==> config.mk <==
export PLATFORM = sky130hd
export DESIGN_NAME = rx_irq_ctrl
export DESIGN_NICKNAME = d
export VERILOG_FILES = /design/src/rtl/rx_irq_pkg.sv /design/src/rtl/rx_level_cmp.sv /design/src/rtl/rx_char_timer.sv /design/src/rtl/rx_irq_prio.sv /design/src/rtl/rx_irq_ctrl.sv
export SDC_FILE = /design/constraint.sdc
export NUM_CORES = 1
export LEC_CHECK = 0
export CORE_UTILIZATION = 43
export CTS_CLUSTER_DIAMETER = 100
export DETAILED_ROUTE_END_ITERATION = 8
export PLACE_DENSITY = 0.78
export REMOVE_ABC_BUFFERS = 1
export SETUP_SLACK_MARGIN = 0.3
export SLEW_MARGIN = 10
export SYNTH_ARGS = -nofsm -noshare
export SYNTH_HDL_FRONTEND = slang
export SYNTH_SLANG_ARGS = --single-unit
==> constraint.sdc <==
create_clock -name clk -period 3.1 [get_ports clk]
set_input_delay 0.93 -clock clk [delete_from_list [all_inputs] [get_ports clk]]
set_output_delay 0.93 -clock clk [all_outputs]
set_load 0.02 [all_outputs]
==> src/rtl/rx_irq_pkg.sv <==
package rx_irq_pkg;

    typedef enum logic [3:0] {
        IID_NONE = 4'h1,
        IID_RDA  = 4'h4,
        IID_RLS  = 4'h6,
        IID_CTO  = 4'hC
    } iid_e;

    typedef struct packed {
        logic rls;
        logic cto;
        logic rda;
    } irq_req_t;

    // occupancy threshold chosen by the 2-bit trigger select
    function automatic int trig_level(input logic [1:0] sel, input int depth);
        case (sel)
            2'd0:    return 1;
            2'd1:    return depth / 4;
            2'd2:    return depth / 2;
            default: return depth - 2;
        endcase
    endfunction

    // start + data + parity + stop bits of one character
    function automatic int char_bits(input logic [1:0] wl, input logic par, input logic two_stop);
        return 1 + 5 + int'(wl) + int'(par) + 1 + int'(two_stop);
    endfunction

endpackage

==> src/rtl/rx_level_cmp.sv <==
module rx_level_cmp
    import rx_irq_pkg::*;
#(
    parameter int DEPTH = 16,
    localparam int CNT_W = $clog2(DEPTH + 1)
) (
    input  logic [1:0]       trig_sel,
    input  logic [CNT_W-1:0] fifo_count,
    output logic             at_level
);
    always_comb begin
        at_level = int'(fifo_count) >= trig_level(trig_sel, DEPTH);
    end
endmodule

==> src/rtl/rx_char_timer.sv <==
module rx_char_timer #(
    parameter int TMR_W = 10
) (
    input  logic             clk,
    input  logic             rst,
    input  logic             run_ok,
    input  logic             push,
    input  logic             pop,
    input  logic             baud_tick,
    input  logic [TMR_W-1:0] limit,
    output logic             fired
);
    logic [TMR_W-1:0] ticks;

    always_ff @(posedge clk) begin
        if (rst || !run_ok || pop) begin
            ticks <= '0;
            fired <= 1'b0;
        end else if (push) begin
            ticks <= '0;
        end else if (baud_tick && !fired) begin
            ticks <= ticks + 1'b1;
            if (ticks + 1'b1 == limit)
                fired <= 1'b1;
        end
    end
endmodule

==> src/rtl/rx_irq_prio.sv <==
module rx_irq_prio
    import rx_irq_pkg::*;
(
    input  irq_req_t   req,
    output logic [3:0] id
);
    iid_e code;
    always_comb begin
        if (req.rls)      code = IID_RLS;
        else if (req.cto) code = IID_CTO;
        else if (req.rda) code = IID_RDA;
        else              code = IID_NONE;
        id = code;
    end
endmodule

==> src/rtl/rx_irq_ctrl.sv <==
module rx_irq_ctrl
    import rx_irq_pkg::*;
#(
    parameter int DEPTH      = 16,
    parameter int OVERSAMPLE = 16,
    parameter int TO_CHARS   = 4,
    localparam int CNT_W     = $clog2(DEPTH + 1),
    localparam int MAX_BITS  = 12,
    localparam int TMR_W     = $clog2(MAX_BITS * OVERSAMPLE * TO_CHARS + 1)
) (
    input  logic             clk,
    input  logic             rst,
    input  logic             fifo_en,
    input  logic             ie_rda,
    input  logic             ie_rls,
    input  logic [1:0]       trig_sel,
    input  logic [1:0]       word_len,
    input  logic             parity_en,
    input  logic             stop2,
    input  logic             baud_tick,
    input  logic [CNT_W-1:0] fifo_count,
    input  logic             push,
    input  logic             pop,
    input  logic             line_err,
    output logic             data_ready,
    output logic             data_avail,
    output logic             char_timeout,
    output logic             irq,
    output logic [3:0]       irq_id
);
    logic             fifo_nz;
    logic [TMR_W-1:0] to_limit;
    irq_req_t         req;

    assign fifo_nz  = fifo_count != '0;
    assign to_limit = TMR_W'(char_bits(word_len, parity_en, stop2) * OVERSAMPLE * TO_CHARS);

    rx_level_cmp #(.DEPTH(DEPTH)) u_lvl (
        .trig_sel   (trig_sel),
        .fifo_count (fifo_count),
        .at_level   (data_avail)
    );

    rx_char_timer #(.TMR_W(TMR_W)) u_tmr (
        .clk       (clk),
        .rst       (rst),
        .run_ok    (fifo_en && fifo_nz),
        .push      (push),
        .pop       (pop),
        .baud_tick (baud_tick),
        .limit     (to_limit),
        .fired     (char_timeout)
    );

    always_ff @(posedge clk) begin
        if (rst)
            data_ready <= 1'b0;
        else if (push)
            data_ready <= 1'b1;
        else if (!fifo_nz)
            data_ready <= 1'b0;
    end

    always_comb begin
        req.rls = fifo_en && ie_rls && line_err;
        req.cto = fifo_en && ie_rda && char_timeout;
        req.rda = fifo_en && ie_rda && data_avail;
    end

    rx_irq_prio u_prio (
        .req (req),
        .id  (irq_id)
    );

    assign irq = irq_id != IID_NONE;
endmodule

== Word level (Yosys, flattened, before mapping) ==
Cells that the tools add are included.
Storage, ports and cells
  output and inout port bits: 8
  logic and storage cells: 36
  bits of input ports: 20
  ROM bits: 0
  bits in registers: 12
  memory bits (writable): 0
  memories: 0
  bits in latches: 0
Operators by class
  reduce and logical (&&, ||, !) cells: 15
  multiplexer cells: 6
  bitwise gates (word level): 1
  add/sub/neg operators: 5
  order comparisons: 1
  shift operators: 0
  eq/ne operators: 5
  $mul: 0
  divide/modulo/power cells: 0
Operators with widths (number)
  $pmux W4 S3: 1
  $add A10 B1 Y10 const B: 1
  $eq A10 B10 Y1: 1
  $add A4 B1 Y4: 2
  $mux W4: 2
  $logic_and A1 B1 Y1: 7
  $ge A5 B4 Y1: 1
  $reduce_bool A5 Y1: 1
  $add A3 B2 Y4 const A: 1
  $add A4 B1 Y4 const B: 1
  $ne A4 B1 Y1 const B: 1
  $mux W3: 1
  $reduce_and A3 Y1: 1
  $eq A2 B1 Y1 const B: 1
  $eq A2 B2 Y1 const B: 1
  $logic_not A1 Y1: 2
  $logic_not A2 Y1: 1
  $logic_or A1 B1 Y1: 2
  $mux W1: 2
  $ne A2 B2 Y1 const B: 1
  $reduce_or A2 Y1: 1
  $not A1 Y1: 1

== Depth between registers and ports, before layout ==
Gate-level depths: netlist (run 1).
  depth in word-level cells: 8
  depth in mapped cells: 12
  mapped depth without buffers: 12

== Modules after synthesis ==
From an unflattened synthesis (run 1), not the netlist that was laid out.
Second synthesis, totals
  cell total of the unflattened synthesis: 142
  area, all modules: 1128.6 sq um
Modules (own cells, without submodules)
  rx_char_timer: area each 823.3 sq um, cells an instance 99, instances 1, sequential area each 220.2 sq um
  rx_irq_ctrl: area each 177.7 sq um, cells an instance 24, instances 1, sequential area each 20.0 sq um
  rx_level_cmp: area each 102.6 sq um, cells an instance 15, instances 1, sequential area each 0.0 sq um
  rx_irq_prio: area each 25.0 sq um, cells an instance 4, instances 1, sequential area each 0.0 sq um

== Least setup slack after synthesis (run 1) ==
Ideal clock, no wire load.
  path type: input to output
  start point: in trig_sel[1]
  end point: out irq
  buffers on the path: 0
  data required time: 2170 ps
  cell stages on the path: 8
  slack: -292 ps
  data arrival time: 2462 ps
  cells stage by stage: nor2_1 -> ha_1 -> nand2b_1 -> a21o_1 -> a21o_1 -> a211o_1 -> nor2_1 -> o21ai_0
Between the ends
  word-level cells in the longest chain between the ends: 8
  elaborated cells between the ends (all ways): 10
  classes of those cells: order compare: 1; eq/ne: 3; mux: 4; reduce/logical: 2
RTL lines
  start: declaration: RTL line rx_irq_ctrl.sv:16  | input logic [1:0] trig_sel,
  $eq A2 B2 Y1, or another cell as far along: RTL line rx_irq_pkg.sv:18  | case (sel)
  $pmux W4 S3 (*): RTL line rx_irq_pkg.sv:18
  $ge A5 B4 Y1 (*): RTL line rx_level_cmp.sv:12  | at_level = int'(fifo_count) >= trig_level(trig_sel, DEPTH);
  named net data_avail: RTL line rx_irq_ctrl.sv:26  | output logic data_avail,
  $logic_and A1 B1 Y1 (*): RTL line rx_irq_ctrl.sv:67  | req.rda = fifo_en && ie_rda && data_avail;
  $mux W3 (*): RTL line rx_irq_prio.sv:11  | else if (req.rda) code = IID_RDA;
  $mux W4 (*): RTL line rx_irq_prio.sv:10  | else if (req.cto) code = IID_CTO;
  $mux W4 (*): RTL line rx_irq_prio.sv:9  | if (req.rls) code = IID_RLS;
  $ne A4 B1 Y1 (*): RTL line rx_irq_ctrl.sv:75  | assign irq = irq_id != IID_NONE;
  end: declaration: RTL line rx_irq_ctrl.sv:28  | output logic irq,
The timed path passes the listed nets; every way through them passes the cells marked *.

== Worst setup path in the final report (run 1) ==
  start point: in trig_sel[0]
  end point: out irq_id[0]
Between the ends
  word-level cells in the longest chain between the ends: 7
  elaborated cells between the ends (all ways): 9
  classes of those cells: order compare: 1; eq/ne: 2; mux: 4; reduce/logical: 2
RTL lines
  $eq A2 B2 Y1, or another cell as far along: RTL line rx_irq_pkg.sv:18
  $pmux W4 S3 (*): RTL line rx_irq_pkg.sv:18
  $ge A5 B4 Y1 (*): RTL line rx_level_cmp.sv:12
  $logic_and A1 B1 Y1 (*): RTL line rx_irq_ctrl.sv:67
  $mux W3 (*): RTL line rx_irq_prio.sv:11
  $mux W4 (*): RTL line rx_irq_prio.sv:10
  $mux W4 (*): RTL line rx_irq_prio.sv:9
  end: declaration: RTL line rx_irq_ctrl.sv:29  | output logic [3:0] irq_id
Every way passes the cells marked *; elsewhere a longest branch is shown, timed or not.

==> results.md, run 1 <==
* Compound-Gate Fraction of Synth Area at ~13%
* Post-route minimum period at 3.39 ns
* Rel. slew slack at about three quarters
* Worst R2R End: u_tmr.fired$_SDFFE_PP0P_
* Outcome: finished, violations left
* Synth Area in XOR/XNOR at 15.6%
* IO Port Bufs at 27
* Die Wd at slightly above 50 µm
* Crit path required time at ~2.2 ns
* Pwr Total at 0.000419 W
* P&R area growth vs syn at 43.6%
* Syn Std Cell Area at roughly 1000 µm²
* Ys async rst share at 0%
* Post-Syn Area per Cell at ~7.8 µm²
* Synth Instances at 129
* Fraction of layout cells with a size suffix above 1 at about a quarter
* Setup violations, final at 4
* Post-synthesis simple-gate area fraction at a little over a quarter
* Fmax at about 290 MHz
* Hold WC Path Type: flop to flop
* Maxcap violations at 0
* Detailed Route Iter0 Violations at 11
* Final worst slack at -0.290 ns
* Most common cell in the netlist: nor2_1
* Peak VDD IR at between 0.2 and 0.25 mV
* Worst hold path depth at 2
* Critical path launch point type: input port
* WHS at between 0.5 and 0.6 ns
* DRT Wirelength at around 2700 µm
* R2R cell count at 7
* FF+latch count, synth at 12
* Total grt overflow at 0
* Die height at between 50 and 60 µm
* Residual DRC count at 0
* # nets final at approximately 190
* Gp weighted congestion at 0.801
* Final std cells w/o fill at 190
* Mux share of post-synthesis cell area at 0.989%
* Main synth FF type: dfxtp_1
* Detailed placement HPWL at approximately 1900 µm
* Combinational family with the most area after synthesis: simple AND/OR/NAND/NOR gates
* Post-route cell area at ~1500 µm²
* Worst EP arrival at 2.46 ns
* Crit path kind: input port to output port
* Global-route wire length before repair at just under 4000 µm
* Hold Startpoint: data_ready$_SDFFE_PP0P_
* Top post-synthesis cells by area: dfxtp_1 (24%), ha_1 (11%), xnor2_1 (7.8%)
* Synth unique cells at 34
* Unrepaired setup endpoints after global routing: true
* Post-synth EDFFs at 0
* Via/cell ratio at 5.35
* Area leader, netlist: dfxtp_1
* Total CTS buffers at 3
* Ys Warns at 0
* Final Hold Fails at 0
* Via count of the first global-routing pass at about 950
* Row Count at 17
* Placed Area at 1330 µm²
* Routed wire per std cell at around 14 µm
* Max Root-Sink Buffers at 2
* Initial Utilization at about 46%
* Largest net degree at the start of global routing at 11
* H-Tree Depth at 1
* Top-area cell type share of the netlist area at roughly a quarter
* Hold Path End: data_ready$_SDFFE_PP0P_
* PD cells at approximately 290 nW/µm²
* Leakage at roughly 0.59 nW
* Filler cell count at ~190
* Worst-path fanout max at 3
* Failing checks: negative setup slack
* Initial antenna violation count at 0
* Aggregate global-route resource usage at between 20% and 30%
* TritonCTS clock tree: yes
* Diode count at 0
* Skew final at roughly 0.0015 ns
* Final period util at 109%
* Placed cell count at between 150 and 200
* Core region area at about 2200 µm²
* Die area at approximately 2600 µm²
* Post-Synth Adder-Cell Area at a little over an eighth
* Via count at approximately 1000
* Worst Setup End Kind: output port
* Setup WS pre-CTS at -1.28 ns
* Slew Viols, Final at 0
* Reg-to-reg critical path startpoint: u_tmr.ticks[0]$_SDFFE_PP0P_
* Sequential-to-total area share from yosys stat at between 20% and 30%
* Root Buffer: clkbuf_4
* Most frequent cells after synthesis: nor2_1 (19), dfxtp_1 (12), inv_1 (10), nand2_1 (10)
* Clock slew at reported path FFs at roughly 0.080 ns
* Post-route ant nets at 0
* Flop2flop setup slack at approximately 1.1 ns
* IO Count at 28
* Clk Latency, worst-skew pair at between 0.2 and 0.3 ns
* Length of the first detailed-routing pass in iterations at 4
* Clock tree sinks at 12
* Worst Tran Pin Value at between 0.3 and 0.4 ns
layout by cell type, fill, tap and decap left out, types with 3 or more instances in the layout:
cell,instances
nand3_1,7
buf_6,4
nor3_1,4
buf_2,4
ha_1,6
clkdlybuf4s50_1,12
dfxtp_1,12
xor2_1,9
clkbuf_4,3
nand4_1,3
xnor2_1,9
inv_1,6
ha_4,3
a21oi_1,3
nand2_1,10
buf_4,9
dlygate4sd2_1,4
inv_4,3
nor2_1,17
per-layer routing:
metal	routed length, µm	global-route usage, %	vias up
li1	-	-	502
met1	1090	22.0	486
met2	1480	38.2	21
met3	67	3.03	7
met4	46	11.1	0
met5	0	0	-
critical path: stages:
cell,delay [ns]
buf_8,0.10
nor2_4,0.11
ha_4,0.20
nand2b_4,0.13
a21o_1,0.15
a21o_1,0.16
a211o_1,0.28
nor2_2,0.14
o21a_1,0.14
buf_6,0.12
through the flow:
stage | util, % | TNS, ns
floorplan | - | -0.866
global placement | 60.1 | -4.58
detailed placement | 60.1 | -5.12
CTS | 62.6 | -1.20
global route | 65.7 | -1.25
finish | 65.7 | -1.04
registers in the layout (all words and copies together) (netlist names):
name / count
u_tmr.fired: 1
u_tmr.ticks: 10
data_ready: 1
final cells by class:
| type | instances | area (µm²) | share of cell area, % |
|---|---|---|---|
| Clock buffer | 4 | 36.3 | 2.50 |
| Inverter | 10 | 45.0 | 3.10 |
| Multi-Input combinational cell | 101 | 785 | 54.0 |
| Sequential cell | 12 | 240 | 16.5 |
| Tap cell | 28 | 35.0 | 2.41 |
| Timing Repair Buffer | 35 | 313 | 21.5 |
power breakdown:
group	total (W)	switching (W)	internal (W)
Sequential	0.000156	0.000000914	0.000155
Combinational	0.000133	0.0000614	0.0000715
Clock	0.000130	0.0000587	0.0000716
cells by family (layout without fill, tap and decap cells):
logic type               Yosys count  in the layout
AND/OR/NAND/NOR                   53             53
buffers and inverters             16             49
multiplexers                       1              1
XOR/XNOR                          18             18
flip-flops                        12             12
adder cells (fa/ha/maj)           10             10
AO/OA/AOI/OAI                     19             19
worst max path at each step:
stage | start | to | slack (ns) | cells after the start
after floorplan | trig_sel[1] | irq | -0.29 | 8
after global placement | fifo_count[0] | irq_id[0] | -1.16 | 10
after detailed placement | fifo_count[0] | irq_id[0] | -1.28 | 10
after CTS | trig_sel[0] | irq_id[0] | -0.34 | 10
after global routing | trig_sel[0] | irq_id[0] | -0.35 | 10
final | trig_sel[0] | irq_id[0] | -0.29 | 10
repair_timing:
action	CTS	global route
endpoints found under the setup margin	7	6
hold buffers	0	0
pin swaps	16	10
gates resized for setup	61	14
hold endpoints to repair	0	0
setup buffers	1	0
Power figures use the tool's default switching activity.
==> inputs of run 2 (changes only) <==
--- a/config.mk
+++ b/config.mk
@@ -5,10 +5,10 @@
 export SDC_FILE = /design/constraint.sdc
 export NUM_CORES = 1
 export LEC_CHECK = 0
-export CORE_UTILIZATION = 43
-export CTS_CLUSTER_DIAMETER = 100
+export CORE_UTILIZATION = 25
+export CTS_CLUSTER_DIAMETER = 50
 export DETAILED_ROUTE_END_ITERATION = 8
-export PLACE_DENSITY = 0.78
+export PLACE_DENSITY = 0.51
 export REMOVE_ABC_BUFFERS = 1
 export SETUP_SLACK_MARGIN = 0.3
 export SLEW_MARGIN = 10
==> constraint.sdc (replaced) <==
create_clock -name clk -period 3.1 [get_ports clk]
set_input_delay 0.31 -clock clk [delete_from_list [all_inputs] [get_ports clk]]
set_output_delay 0.31 -clock clk [all_outputs]
set_load 0.02 [all_outputs]
==> run 2 against run 1 <==
Compared with the run above: the flow now finishes without violations; die area grew 69%; maximum frequency grew 29%; non-clock buffer count decreased by 6; first-iteration DRC count up 27%; worst setup slack gained 0.77 ns; global-route usage decreased by 8.9 points; power grew 2.0%; utilization fell by 30 points; clock power increased by 33%; sequential power barely moved; count of clock-buffer cells in the layout is the same; hold slack worse by 0.029 ns.
==> results.md, run 2 (same netlist as run 1, synthesis figures left out) <==
* CP startpoint: trig_sel[1]
* Reg-to-reg critical path startpoint: u_tmr.ticks[0]$_SDFFE_PP0P_
* Post-route ant nets at 0
* Core region area at 3770 µm²
* Initial Utilization at between 20% and 30%
* Worst setup path end: irq_id[0]
* Cts hold-fix bufs at 0
* IO Port Bufs at 27
* Pwr Total at 0.000428 W
* Flop2flop setup slack at 1.22 ns
* Slew Viols, Final at 0
* Aggregate global-route resource usage at about an eighth
* Post-route cell area at ~1400 µm²
* Diode count at 0
* Die height at roughly 66 µm
* Detailed Route Iter0 Violations at 14
* Length of the first detailed-routing pass in iterations at 4
* Critical path launch point type: input port
* Post-route minimum period at between 2 and 3 ns
* Largest net degree at the start of global routing at 12
* Routed wire per std cell at 11.1 µm
* Unrepaired setup endpoints after global routing: false
* Initial antenna violation count at 0
* Die Wd at 65.6 µm
* Skew final at around 0.0040 ns
* Die area at roughly 4300 µm²
* Maxcap violations at 0
* Via/cell ratio at 4.57
* Final Hold Fails at 0
* Detailed placement HPWL at approximately 1800 µm
* Final worst slack at just under 0.5 ns
* Reg with most FFs: u_tmr.ticks
* Worst EP arrival at between 2 and 2.5 ns
* Crit path kind: input port to output port
* IO Count at 28
* Gp weighted congestion at a little over 0.7
* TritonCTS clock tree: yes
* # nets final at 187
* WHS at 0.498 ns
* Most frequent cells in the layout: clkdlybuf4s50_1 (23), nor2_1 (18), dfxtp_1 (12)
* Worst R2R End: u_tmr.fired$_SDFFE_PP0P_
* Residual DRC count at 0
* Placed Area at between 1000 and 1500 µm²
* Max reg flops at 10
* Final setup TNS at 0 ns
* Setup violations, final at 0
* Worst Tran Pin Value at between 0.4 and 0.5 ns
* DRT Wirelength at approximately 2300 µm
* Final period util at 84.5%
* Rel. slew slack at a little under three quarters
* Outcome: finished clean
* Max Root-Sink Buffers at 2
* Global-route wire length before repair at ~4000 µm
* PD cells at roughly 310 nW/µm²
* Via count of the first global-routing pass at 900
* Setup WS pre-CTS at 0.0114 ns
* Clk Latency, worst-skew pair at roughly 0.24 ns
* Root Buffer: clkbuf_8
* Crit path required time at ~2.8 ns
* P&R area growth vs syn at 34.6%
* H-Tree Depth at 1
* Biggest regs: u_tmr.ticks: 10 flops, data_ready: 1 flops, u_tmr.fired: 1 flops
* Total grt overflow at 0
* Worst-path fanout max at 3
* Via count at 933
* Total CTS buffers at 3
* Clock tree sinks at 12
* Filler cell count at between 300 and 400
* Hold WC Path Type: flop to flop
* Fraction of layout cells with a size suffix above 1 at roughly 8.3%
* Clock slew at reported path FFs at roughly 0.050 ns
* Leakage at 0.541 nW
* Fmax at 382 MHz
* Commonest non-fill, non-tap cell in the layout: clkdlybuf4s50_1
* Post-CTS setup repair buffer count at 0
* R2R cell count at 7
* Worst Setup End Kind: output port
* Peak VDD IR at around 0.19 mV
* Row Count at 22
## run 2: stage by stage
| stage | util (%) | instances |
|---|---|---|
| finish | 36.1 | 204 |
| global route | 36.1 | 204 |
| CTS | 36.3 | 204 |
| detailed placement | 34.9 | 200 |
| global placement | 34.9 | 200 |
| floorplan | - | 123 |
## run 2: repair_timing
action | 4_1_cts | 5_1_grt
pin swaps | 0 | 0
hold endpoints to repair | 0 | 0
resized for setup | 3 | 10
setup endpoints to repair | 3 | 4
gates cloned | 0 | 0
## run 2: layer usage
metal / up-vias / track usage, % / share of wire, %
met5: - / 0 / 0
met4: 0 / 4.89 / 1.7
met3: 4 / 1.04 / 2.9
met2: 20 / 20.3 / 48
met1: 420 / 14.5 / 48
li1: 489 / - / -
## run 2: final cells by class
| type | instances | area, µm² | area share, % |
|---|---|---|---|
| Inverter | 10 | 37.5 | 2.75 |
| Sequential cell | 12 | 240 | 17.6 |
| Multi-Input combinational cell | 101 | 697 | 51.1 |
| Clock buffer | 4 | 55.1 | 4.04 |
| Timing Repair Buffer | 29 | 273 | 20.0 |
| Tap cell | 48 | 60.1 | 4.41 |
## run 2: worst min-delay path by stage
stage	startpoint	end	slack, ns	cells after the start
2_1_floorplan	rst	data_ready$_SDFFE_PP0P_	0.38	1
3_3_place_gp	data_ready$_SDFFE_PP0P_	data_ready$_SDFFE_PP0P_	0.47	2
3_5_place_dp	data_ready$_SDFFE_PP0P_	data_ready$_SDFFE_PP0P_	0.49	2
4_1_cts	data_ready$_SDFFE_PP0P_	data_ready$_SDFFE_PP0P_	0.51	2
5_1_grt	data_ready$_SDFFE_PP0P_	data_ready$_SDFFE_PP0P_	0.57	2
6_report	data_ready$_SDFFE_PP0P_	data_ready$_SDFFE_PP0P_	0.50	2
## run 2: critical path, stage by stage
cell,delay (ns)
clkdlybuf4s50_1,0.50
nor2_1,0.07
ha_1,0.26
nand2b_1,0.14
a21o_1,0.17
a21o_1,0.16
a211o_1,0.30
nor2_2,0.12
o21a_1,0.12
clkbuf_2,0.16
## run 2: report_power, final
group          internal (W)   total, W  switching (W)  leakage [nW]
Sequential         0.000155   0.000156    0.000000858        0.0970
Clock              0.000112   0.000173      0.0000604        0.0288
Combinational     0.0000525  0.0000989      0.0000464         0.416
Total              0.000320   0.000428       0.000108         0.541
==> inputs of run 3 (changes only) <==
==> constraint.sdc (replaced) <==
create_clock -name clk -period 2.35 [get_ports clk]
set_input_delay 0.235 -clock clk [delete_from_list [all_inputs] [get_ports clk]]
set_output_delay 0.235 -clock clk [all_outputs]
set_load 0.02 [all_outputs]
==> run 3 against run 2 <==
Compared with the run above: utilization increased by 3.2 points; die area unchanged; register-to-register slack worse by 0.74 ns; flip-flop and latch count stayed put; cell count up 2.9%; sequential share of layout area is 1.4 points lower; first-iteration DRC count rose by 71%; sequential power grew 32%; largest cell class unchanged.
==> results.md, run 3 (same netlist as run 1, synthesis figures left out) <==
* Outcome: finished clean
* Leakage at 0.591 nW
* Critical path launch point type: input port
* Slew Viols, Final at 0
* Peak VDD IR at 0.178 mV
* Clock slew at reported path FFs at about 0.050 ns
* Row Count at 22
* Footprint of the multi-input gates at 766 µm²
* Diode count at 0
* Filler cell count at between 300 and 400
* Fraction of layout cells with a size suffix above 1 at a little under a quarter
* Total CTS buffers at 3
* Unrepaired setup endpoints after global routing: true
* Post-route cell area at ~1500 µm²
* Final Hold Fails at 0
* Reg-to-reg critical path startpoint: u_tmr.ticks[0]$_SDFFE_PP0P_
* Most frequent cells in the layout: nor2_1 (17), clkdlybuf4s50_1 (14), dfxtp_1 (12)
* CP startpoint: word_len[0]
* Initial Utilization at between 20 and 30%
* Residual DRC count at 0
* Aggregate global-route resource usage at around an eighth
* Reg with most FFs: u_tmr.ticks
* Commonest non-fill, non-tap cell in the layout: nor2_1
* Flop2flop setup slack at 0.48 ns
* Post-route ant nets at 0
* DRT Wirelength at between 2000 and 2500 µm
* Worst hold path depth at 5
* Detailed placement HPWL at between 1500 and 2000 µm
* Hold WC Path Type: input port to flop
* Fmax at around 480 MHz
* Via count of the first global-routing pass at between 1000 and 1500
* Die Wd at about 66 µm
* TritonCTS clock tree: yes
* Core region area at about 3800 µm²
* Skew final at 0.00230 ns
* Worst Tran Pin Value at 0.319 ns
* Worst R2R End: u_tmr.fired$_SDFFE_PP0P_
* Post-route minimum period at between 2 and 2.5 ns
* Routed wire per std cell at around 12 µm
* Crit path kind: input port to flop
* Total grt overflow at 0
* # nets final at 194
* Gp weighted congestion at 0.751
* Hold Path End: data_ready$_SDFFE_PP0P_
* Hold Startpoint: fifo_count[2]
* Via count at 987
* Worst Setup End Kind: flop
* Root Buffer: clkbuf_8
* Detailed Route Iter0 Violations at 24
* Worst EP arrival at 2.21 ns
* Max Root-Sink Buffers at 2
* Reg area at around 240 µm²
* Length of the first detailed-routing pass in iterations at 4
* Max reg flops at 10
* Worst-path fanout max at 3
* Setup violations, final at 0
* Via/cell ratio at around 4.7
* R2R cell count at 7
* H-Tree Depth at 1
* IO Count at 28
* P&R area growth vs syn at 46.4%
* Rel. slew slack at 78.6%
* WHS at around 0.45 ns
* Crit path required time at 2.47 ns
* Clk Latency, worst-skew pair at around 0.23 ns
* Die height at between 60 and 70 µm
* PD cells at 378 nW/µm²
* Maxcap violations at 0
* Biggest regs: u_tmr.ticks: 10 flops, data_ready: 1 flops, u_tmr.fired: 1 flops
* IO Port Bufs at 27
* Placed Area at 1360 µm²
* Cts hold-fix bufs at 0
* Final period util at 88.8%
* Global-route wire length before repair at 4350 µm
* Largest net degree at the start of global routing at 11
* Clock tree sinks at 12
* Initial antenna violation count at 0
* Die area at between 4000 and 5000 µm²
-- run 3: cell count changes in the layout (fill, tap and decap cells not counted), sizes merged --
cell           delta
buf              +15
clkdlybuf4s50     -9
clkbuf            -4
dlygate4sd2       +3
clkdlybuf4s15     +1
-- run 3: final cells by class --
class | instances | area share [%]
Multi-Input combinational cell | 101 | 51.7
Tap cell | 48 | 4.05
Clock buffer | 3 | 2.79
Sequential cell | 12 | 16.2
Inverter | 10 | 2.87
Timing Repair Buffer | 36 | 22.4
-- run 3: worst max-delay path by stage --
| stage | to | slack (ns) | depth (start not counted) |
|---|---|---|---|
| 2_1_floorplan | u_tmr.fired$_SDFFE_PP0P_ | 0.27 | 11 |
| 3_3_place_gp | irq_id[0] | -0.54 | 10 |
| 3_5_place_dp | irq_id[0] | -0.61 | 10 |
| 4_1_cts | u_tmr.fired$_SDFFE_PP0P_ | 0.29 | 14 |
| 5_1_grt | u_tmr.fired$_SDFFE_PP0P_ | 0.23 | 14 |
| 6_report | u_tmr.fired$_SDFFE_PP0P_ | 0.26 | 14 |
-- run 3: stage by stage --
stage	total power, W	std cells	utilization [%]	setup slack [ns]	setup TNS [ns]
2_1_floorplan	0.000281	123	-	0.272	0
4_1_cts	0.000564	210	38.6	0.292	0
3_3_place_gp	0.000356	206	36.1	-0.539	-1.97
6_report	0.000559	210	39.3	0.263	0
3_5_place_dp	0.000361	206	36.1	-0.610	-2.31
5_1_grt	0.000592	210	39.3	0.232	0
-- run 3: critical path, cell delays in order --
cell	delay, ns
buf_6	0.07
inv_2	0.03
ha_4	0.26
inv_4	0.03
ha_4	0.15
inv_2	0.04
fa_2	0.43
xnor2_1	0.15
buf_4	0.15
buf_4	0.13
a31oi_1	0.19
o221ai_1	0.14
o211ai_1	0.12
o21ai_1	0.07
-- run 3: repair_timing --
action,4_1_cts,5_1_grt
pin swaps,12,11
buffers inserted,1,0
hold endpoints to repair,0,0
gates resized for setup,58,9
setup endpoints to repair,5,4
-- run 3: metal layers --
metal	part of all wire (%)	global-route usage (%)	up-vias	wire [µm]
met2	52	23.7	20	1300
met1	44	15.1	460	1090
li1	-	-	505	-
met4	0.52	3.26	0	13
met5	0	0	-	0
met3	3.2	1.74	2	80
-- run 3: report_power, final --
group	internal [W]	total [W]	switching [W]	leakage [nW]
clock	0.000112	0.000179	0.0000667	0.0216
combinational	0.0000968	0.000174	0.0000773	0.472
sequential	0.000205	0.000206	0.00000102	0.0970
total	0.000414	0.000559	0.000145	0.591
